==> src/rtl/dbch_pkg.sv <==
package dbch_pkg;

  localparam int DefDataW  = 16;
  localparam int DefCheckW = 10;
  localparam logic [31:0] DefGenPoly = 32'h0000_0769;

  // remainder of x^deg modulo gen, chkW being the degree of gen
  function automatic logic [31:0] powRem(input int deg, input logic [31:0] gen,
                                         input int chkW);
    logic [31:0] acc;
    acc = 32'd1;
    for (int s = 0; s < deg; s++) begin
      acc = acc << 1;
      if (acc[chkW]) acc = acc ^ gen;
    end
    return acc & ~(32'hFFFF_FFFF << chkW);
  endfunction

  // remainder of an arbitrary polynomial (width polyW) modulo gen
  function automatic logic [31:0] polyRem(input logic [63:0] poly, input int polyW,
                                          input logic [31:0] gen, input int chkW);
    logic [63:0] work;
    logic [63:0] genWide;
    work = poly;
    genWide = {32'd0, gen};
    for (int deg = 63; deg >= 0; deg--) begin
      if (deg < polyW && deg >= chkW && work[deg]) work = work ^ (genWide << (deg - chkW));
    end
    return work[31:0] & ~(32'hFFFF_FFFF << chkW);
  endfunction

endpackage

==> src/rtl/dbchParityMatrix.sv <==
module dbchParityMatrix #(
  parameter int DATA_W = dbch_pkg::DefDataW,
  parameter int CHECK_W = dbch_pkg::DefCheckW,
  parameter logic [31:0] GEN_POLY = dbch_pkg::DefGenPoly
) (
  output logic [CHECK_W-1:0][DATA_W-1:0] colMask
);

  // row i of the shortened matrix = x^(CHECK_W+i) mod g
  for (genvar i = 0; i < DATA_W; i++) begin : g_row
    localparam logic [31:0] ROW_BITS = dbch_pkg::powRem(CHECK_W + i, GEN_POLY, CHECK_W);
    for (genvar j = 0; j < CHECK_W; j++) begin : g_col
      assign colMask[j][i] = ROW_BITS[j];
    end
  end

endmodule

==> src/rtl/dbchXorBank.sv <==
module dbchXorBank #(
  parameter int DATA_W = dbch_pkg::DefDataW,
  parameter int CHECK_W = dbch_pkg::DefCheckW,
  localparam int CODE_W = DATA_W + CHECK_W
) (
  input  logic [DATA_W-1:0]              dataIn,
  input  logic [CHECK_W-1:0][DATA_W-1:0] colMask,
  output logic [CODE_W-1:0]              codeword
);

  logic [CHECK_W-1:0] checkBits;

  for (genvar j = 0; j < CHECK_W; j++) begin : g_tree
    assign checkBits[j] = ^(dataIn & colMask[j]);
  end

  assign codeword = {checkBits, dataIn};

  always_comb begin
    if (dataIn == '0)
      p_zero_word_r4: assert (codeword == '0);
    if (dataIn != '0)
      p_min_weight_r6: assert ($countones(codeword) >= 5);
  end

endmodule

==> src/rtl/dbchEncoder16.sv <==
module dbchEncoder16 #(
  parameter int DATA_W = dbch_pkg::DefDataW,
  parameter int CHECK_W = dbch_pkg::DefCheckW,
  parameter logic [31:0] GEN_POLY = dbch_pkg::DefGenPoly,
  localparam int CODE_W = DATA_W + CHECK_W
) (
  input  logic [DATA_W-1:0] dataIn,
  output logic [CODE_W-1:0] codeOut
);

  logic [CHECK_W-1:0][DATA_W-1:0] colMask;
  logic [CODE_W-1:0] polyOrder;

  dbchParityMatrix #(.DATA_W(DATA_W), .CHECK_W(CHECK_W), .GEN_POLY(GEN_POLY)) matrix_i (
    .colMask(colMask)
  );

  dbchXorBank #(.DATA_W(DATA_W), .CHECK_W(CHECK_W)) bank_i (
    .dataIn(dataIn),
    .colMask(colMask),
    .codeword(codeOut)
  );

  // data at high degrees, check bits at low degrees
  assign polyOrder = {codeOut[DATA_W-1:0], codeOut[CODE_W-1:DATA_W]};

  always_comb begin
    p_passthru_r1: assert (codeOut[DATA_W-1:0] == dataIn);
    p_divisible_r3: assert (dbch_pkg::polyRem(64'(polyOrder), CODE_W, GEN_POLY, CHECK_W) == 32'd0);
  end

endmodule

==> config.mk <==
export PLATFORM = sky130hd
export DESIGN_NAME = dbchEncoder16
export DESIGN_NICKNAME = d
export VERILOG_FILES = /design/src/rtl/dbch_pkg.sv /design/src/rtl/dbchParityMatrix.sv /design/src/rtl/dbchXorBank.sv /design/src/rtl/dbchEncoder16.sv
export SDC_FILE = /design/constraint.sdc
export NUM_CORES = 1
export LEC_CHECK = 0
export ABC_CLOCK_PERIOD_IN_PS = 3200
export BUFFER_PORTS_ARGS = -buffer_cell sky130_fd_sc_hd__buf_2
export CAP_MARGIN = 15
export CORE_AREA = 2 2 39 41
export DETAILED_ROUTE_END_ITERATION = 7
export DIE_AREA = 0 0 41 43
export PLACE_DENSITY = 0.82
export SYNTH_ARGS = -nofsm -noshare
export SYNTH_HDL_FRONTEND = slang
export SYNTH_SLANG_ARGS = --single-unit
==> constraint.sdc <==
create_clock -name vclk -period 3.2
set_clock_uncertainty 0.1 [all_clocks]
set_input_delay 0.16 -clock vclk [all_inputs]
set_output_delay 0.16 -clock vclk [all_outputs]
set_load 0.01 [all_outputs]
==> results of run 1 <==
## stage by stage
stage | utilization (%) | instances | setup slack (ns)
2_1_floorplan | - | 54 | 1.74
3_3_place_gp | 48.6 | 96 | 1.50
3_5_place_dp | 48.6 | 96 | 1.47
4_1_cts | 48.6 | 96 | 1.47
5_1_grt | 48.6 | 96 | 1.41
6_report | 48.6 | 96 | 1.45
## path summary, 6_finish.rpt
| kind | slack [ns] | from | end | cells after the start |
|---|---|---|---|---|
| max | 1.45 | dataIn[11] | codeOut[23] | 5 |
| min | 0.43 | dataIn[15] | codeOut[15] | 2 |
## kinds of logic after synthesis
family / after synthesis / synth area share [%]
buffers and inverters: 16 / 21.4
xor gates and xnor gates: 38 / 78.6
## per-layer routing
metal | vias to the layer above | track usage [%]
met3 | 0 | 0
li1 | 206 | -
met4 | 0 | 0
met2 | 26 | 22.2
met1 | 172 | 14.4
met5 | - | 0
## where the power goes
group / internal (W) / total (W) / switching [W]
Clock: 0 / 0 / 0
Combinational: 0.000153 / 0.000279 / 0.000127
Sequential: 0 / 0 / 0
Total: 0.000153 / 0.000279 / 0.000127
## area by class of cell
cell class | instances | area share (%)
multi-input cells | 38 | 65.7
well taps | 16 | 2.98
repair buffers | 42 | 31.3
## layout by cell type (no fill, tap or decap)
cell type,Yosys,final
buf_2,0,42
xnor2_1,24,24
xnor2_2,1,1
xnor3_1,4,4
xnor3_2,1,1
xor2_1,6,6
xor3_1,1,1
xor3_2,1,1
## critical path: cells and delay by family
family    cells  cell delay (ns)
buf+inv       2             0.27
xor+xnor      3             1.05
==> results.cfg, run 1 <==
[die]
rows = 14
die_x_um = 41
die_area_sq_um = 1760
coreArea_sq_um = 1380
dieHeight_um = 43
initial_utilization_pct = 40.6
ios = 42

[synth]
synth_top_area_share_pct = 37.4
ys_types = 8
synthTopCellsByArea = xnor2_1 (37%), buf_4 (21%), xnor3_1 (16%)
yosysTopAreaCell = xnor2_1
syn_inst = 54
ys_warn_count = 0
syn_area_sq_um = 562
synthTopCellsByCount = xnor2_1 (24), buf_4 (16), xor2_1 (6)
yosys.cell_count.top_type = xnor2_1
avgSynthCellArea_sq_um = 10.4
ys_seq_area_share_pct = 0
syn-num-nets = 70

[sta]
setup_viol = 0
holdWs_ns = 0.426
slew_headroom_pct = 72.0
rsz0062_at_grt = false
clock.fmax_mhz = 573
fin_crit_ns = 1.75
timing.final.crit_share_pct = 54.5
tightest_slew_ns = 0.416
fin_tns_setup_ns = 0
hold_violations = 0
finalMaxSlewViolations = 0

[setup_path]
critical_path.max_stage_delay_ns = 0.47
required_ns = 2.94
crit_chain = buf_2 -> xor2_1 -> xnor2_1 -> xnor3_1 -> buf_2
crit_path_end_kind = output pin
cp_max_fo = 3
arrival_ns = 1.49
worstSetupStartpointType = input port
crit_top_cell = buf_2
crit_slowest_cell = xnor3_1
path_class = in2out

[place]
routabilityCongestion = 0.691
placed_cell_area_sq_um = 672
port-buffer-count = 42

[final_layout]
area_growth_pct = 19.6
nNetsFinal = 98
register_area_sq_um = 0
fin_area_sq_um = 672
seq_cells = 0
drive_gt1_share_pct = 56.3
multiInputGateArea_sq_um = 442
num_antenna_cells = 0
nClkBuffers = 0
fill_cells = 143

[clocking]
cts_resized = 0
post-cts-setup-buffer-count = 0
cts_hold_buf = 0

[detailed_routing]
top_layer_used = met3
wl_met1_um = 412
ant_nets = 0
drt-wirelength-per-cell_um = 10.4
drc = 0
vias_per_cell = 4.21
first_pass_iters = 2
route.met3.wl_um = 95
wl_mm = 1.00
met2_length_um = 492
drtIter0Drc = 1
vias = 404

[grt]
globalRouteTotalUtil_pct = 11.6
grt_pass1_vias = 374
overflow = 0
grt_pass1_wl_mm = 1.50
grt_max_degree = 6
antenna_found_initial = 0

[status]
outcome = finished, final reports clean

[power_and_ir_drop]
p_total_w = 0.000279
ir_drop_mv = 0.170
total_leakage_power_nw = 0.357
power_density_nw_per_um2 = 416

[job]
cap_violations = 0

[hold_path]
hp-class = in2out
Power figures use the tool's default switching activity.
==> run 2, diff against run 1 <==
--- a/config.mk
+++ b/config.mk
@@ -5,13 +5,14 @@
 export SDC_FILE = /design/constraint.sdc
 export NUM_CORES = 1
 export LEC_CHECK = 0
-export ABC_CLOCK_PERIOD_IN_PS = 3200
+export ABC_AREA = 1
+export ABC_CLOCK_PERIOD_IN_PS = 1800
 export BUFFER_PORTS_ARGS = -buffer_cell sky130_fd_sc_hd__buf_2
 export CAP_MARGIN = 15
-export CORE_AREA = 2 2 39 41
+export CORE_MARGIN = 2
+export CORE_UTILIZATION = 45
 export DETAILED_ROUTE_END_ITERATION = 7
-export DIE_AREA = 0 0 41 43
-export PLACE_DENSITY = 0.82
+export PLACE_DENSITY = 0.72
 export SYNTH_ARGS = -nofsm -noshare
 export SYNTH_HDL_FRONTEND = slang
 export SYNTH_SLANG_ARGS = --single-unit
==> constraint.sdc (replaced) <==
create_clock -name vclk -period 1.8
set_clock_uncertainty 0.1 [all_clocks]
set_input_delay 0.09 -clock vclk [all_inputs]
set_output_delay 0.09 -clock vclk [all_outputs]
set_load 0.01 [all_outputs]
==> results.cfg, run 2 <==
[detailed_routing]
vias = 1422
drtIter0Drc = 24
drt-wirelength-per-cell_um = 8.29
drc = 0
wl_mm = 2.55
ant_nets = 0
vias_per_cell = 4.62
first_pass_iters = 4

[setup_path]
crit_slowest_cell = buf_2
critical_path.top_delay_family = simple AND/OR/NAND/NOR gates
path_class = in2out
crit_top_cell = nand2_1
arrival_ns = 1.03
critical_path.max_stage_delay_ns = 0.13
crit_buf_inv = 3
cp_max_fo = 5
worstSetupStartpointType = input port
required_ns = 1.61
crit_path_end_kind = output pin
crit_chain = buf_2 -> inv_1 -> nand2_1 -> nand2_2 -> nand2_1 -> nand2_1 -> nand2_1 -> nand2_1 -> nand2_1 -> nand2_1 -> buf_2

[synth]
syn_inst = 255
synthTopCellsByArea = nand2_1 (51%), buf_4 (11%), nand3_1 (8.7%)
yosysTopAreaCell = nand2_1
avgSynthCellArea_sq_um = 4.53
yosys.cell_count.top_type = nand2_1
ys_warn_count = 0
synth_top_area_share_pct = 51.4
ys_seq_area_share_pct = 0
syn-num-nets = 271
ys_types = 15
synthTopCellsByCount = nand2_1 (158), inv_1 (25), nand3_1 (20)
syn_area_sq_um = 1150

[sta]
finalMaxSlewViolations = 0
tightest_slew_ns = 0.287
clock.fmax_mhz = 821
setup_viol = 0
hold_violations = 0
fin_crit_ns = 1.22
slew_headroom_pct = 80.8
rsz0062_at_grt = false
fin_tns_setup_ns = 0
holdWs_ns = 0.326
timing.final.crit_share_pct = 67.7

[die]
die_area_sq_um = 2990
initial_utilization_pct = 47.0
coreArea_sq_um = 2450
die_x_um = 54.7
ios = 42
dieHeight_um = 54.7
rows = 18

[grt]
grt_pass1_wl_mm = 4.02
antenna_found_initial = 0
grt_max_degree = 9
overflow = 0
globalRouteTotalUtil_pct = 17.3
grt_pass1_vias = 1023

[clocking]
cts_resized = 0
cts_hold_buf = 0
post-cts-setup-buffer-count = 0

[final_layout]
final_cell_count_no_fill = 308
num_antenna_cells = 0
register_area_sq_um = 0
drive_gt1_share_pct = 20.9
nClkBuffers = 0
area_growth_pct = 8.99
layout_commonest_cell = nand2_1
seq_cells = 0
final_cell_mix = nand2_1 (158), buf_2 (42), inv_1 (25), nand3_1 (20), nand2_2 (8)
nNetsFinal = 296

[place]
dp.cells = 308
port-buffer-count = 42
dp_hpwl_mm = 2.22
routabilityCongestion = 0.811

[power_and_ir_drop]
ir_drop_mv = 0.155
total_leakage_power_nw = 0.918
power_density_nw_per_um2 = 349

[job]
cap_violations = 0

[status]
outcome = finished, final reports clean

[hold_path]
hp-class = in2out
## run 2: worst paths after layout
path | startpoint | to | depth (start not counted)
worst min-delay path | dataIn[13] | codeOut[13] | 2
worst max-delay path | dataIn[11] | codeOut[23] | 11
## run 2: cell type report
cell class                 count  area (sq um)
fill                         289          1200
multi-input combinational    206           898
timing repair buffer          42           210
inverter                      30           113
tap                           30          37.5
## run 2: logic make-up (layout without fill, tap and decap cells)
| group | count (synthesis) | after routing | synth area share (%) |
|---|---|---|---|
| simple gates | 198 | 198 | 70.4 |
| buf+inv | 49 | 72 | 22.2 |
| xor+xnor | 8 | 8 | 7.37 |
## run 2: layer usage
metal	track usage (%)	wire length (um)	up-vias
li1	-	-	797
met1	24.9	1290	594
met2	30.0	1150	31
met3	0.546	113	0
met4	0	0	0
met5	0	0	-
## run 2: per-stage QoR
step | total power [W] | area [sq um] | util (%) | worst slack, ns
after floorplan | 0.000329 | 1150 | - | 0.813
after global placement | 0.000437 | 1260 | 51.3 | 0.573
after detailed placement | 0.000441 | 1260 | 51.3 | 0.583
after CTS | 0.000442 | 1260 | 51.3 | 0.581
after global routing | 0.000506 | 1260 | 51.3 | 0.434
final | 0.000440 | 1260 | 51.3 | 0.582
## run 2: power by group
group	total (W)	switching (W)	internal, W
logic	0.000440	0.000275	0.000165
registers	0	0	0
clock network	0	0	0
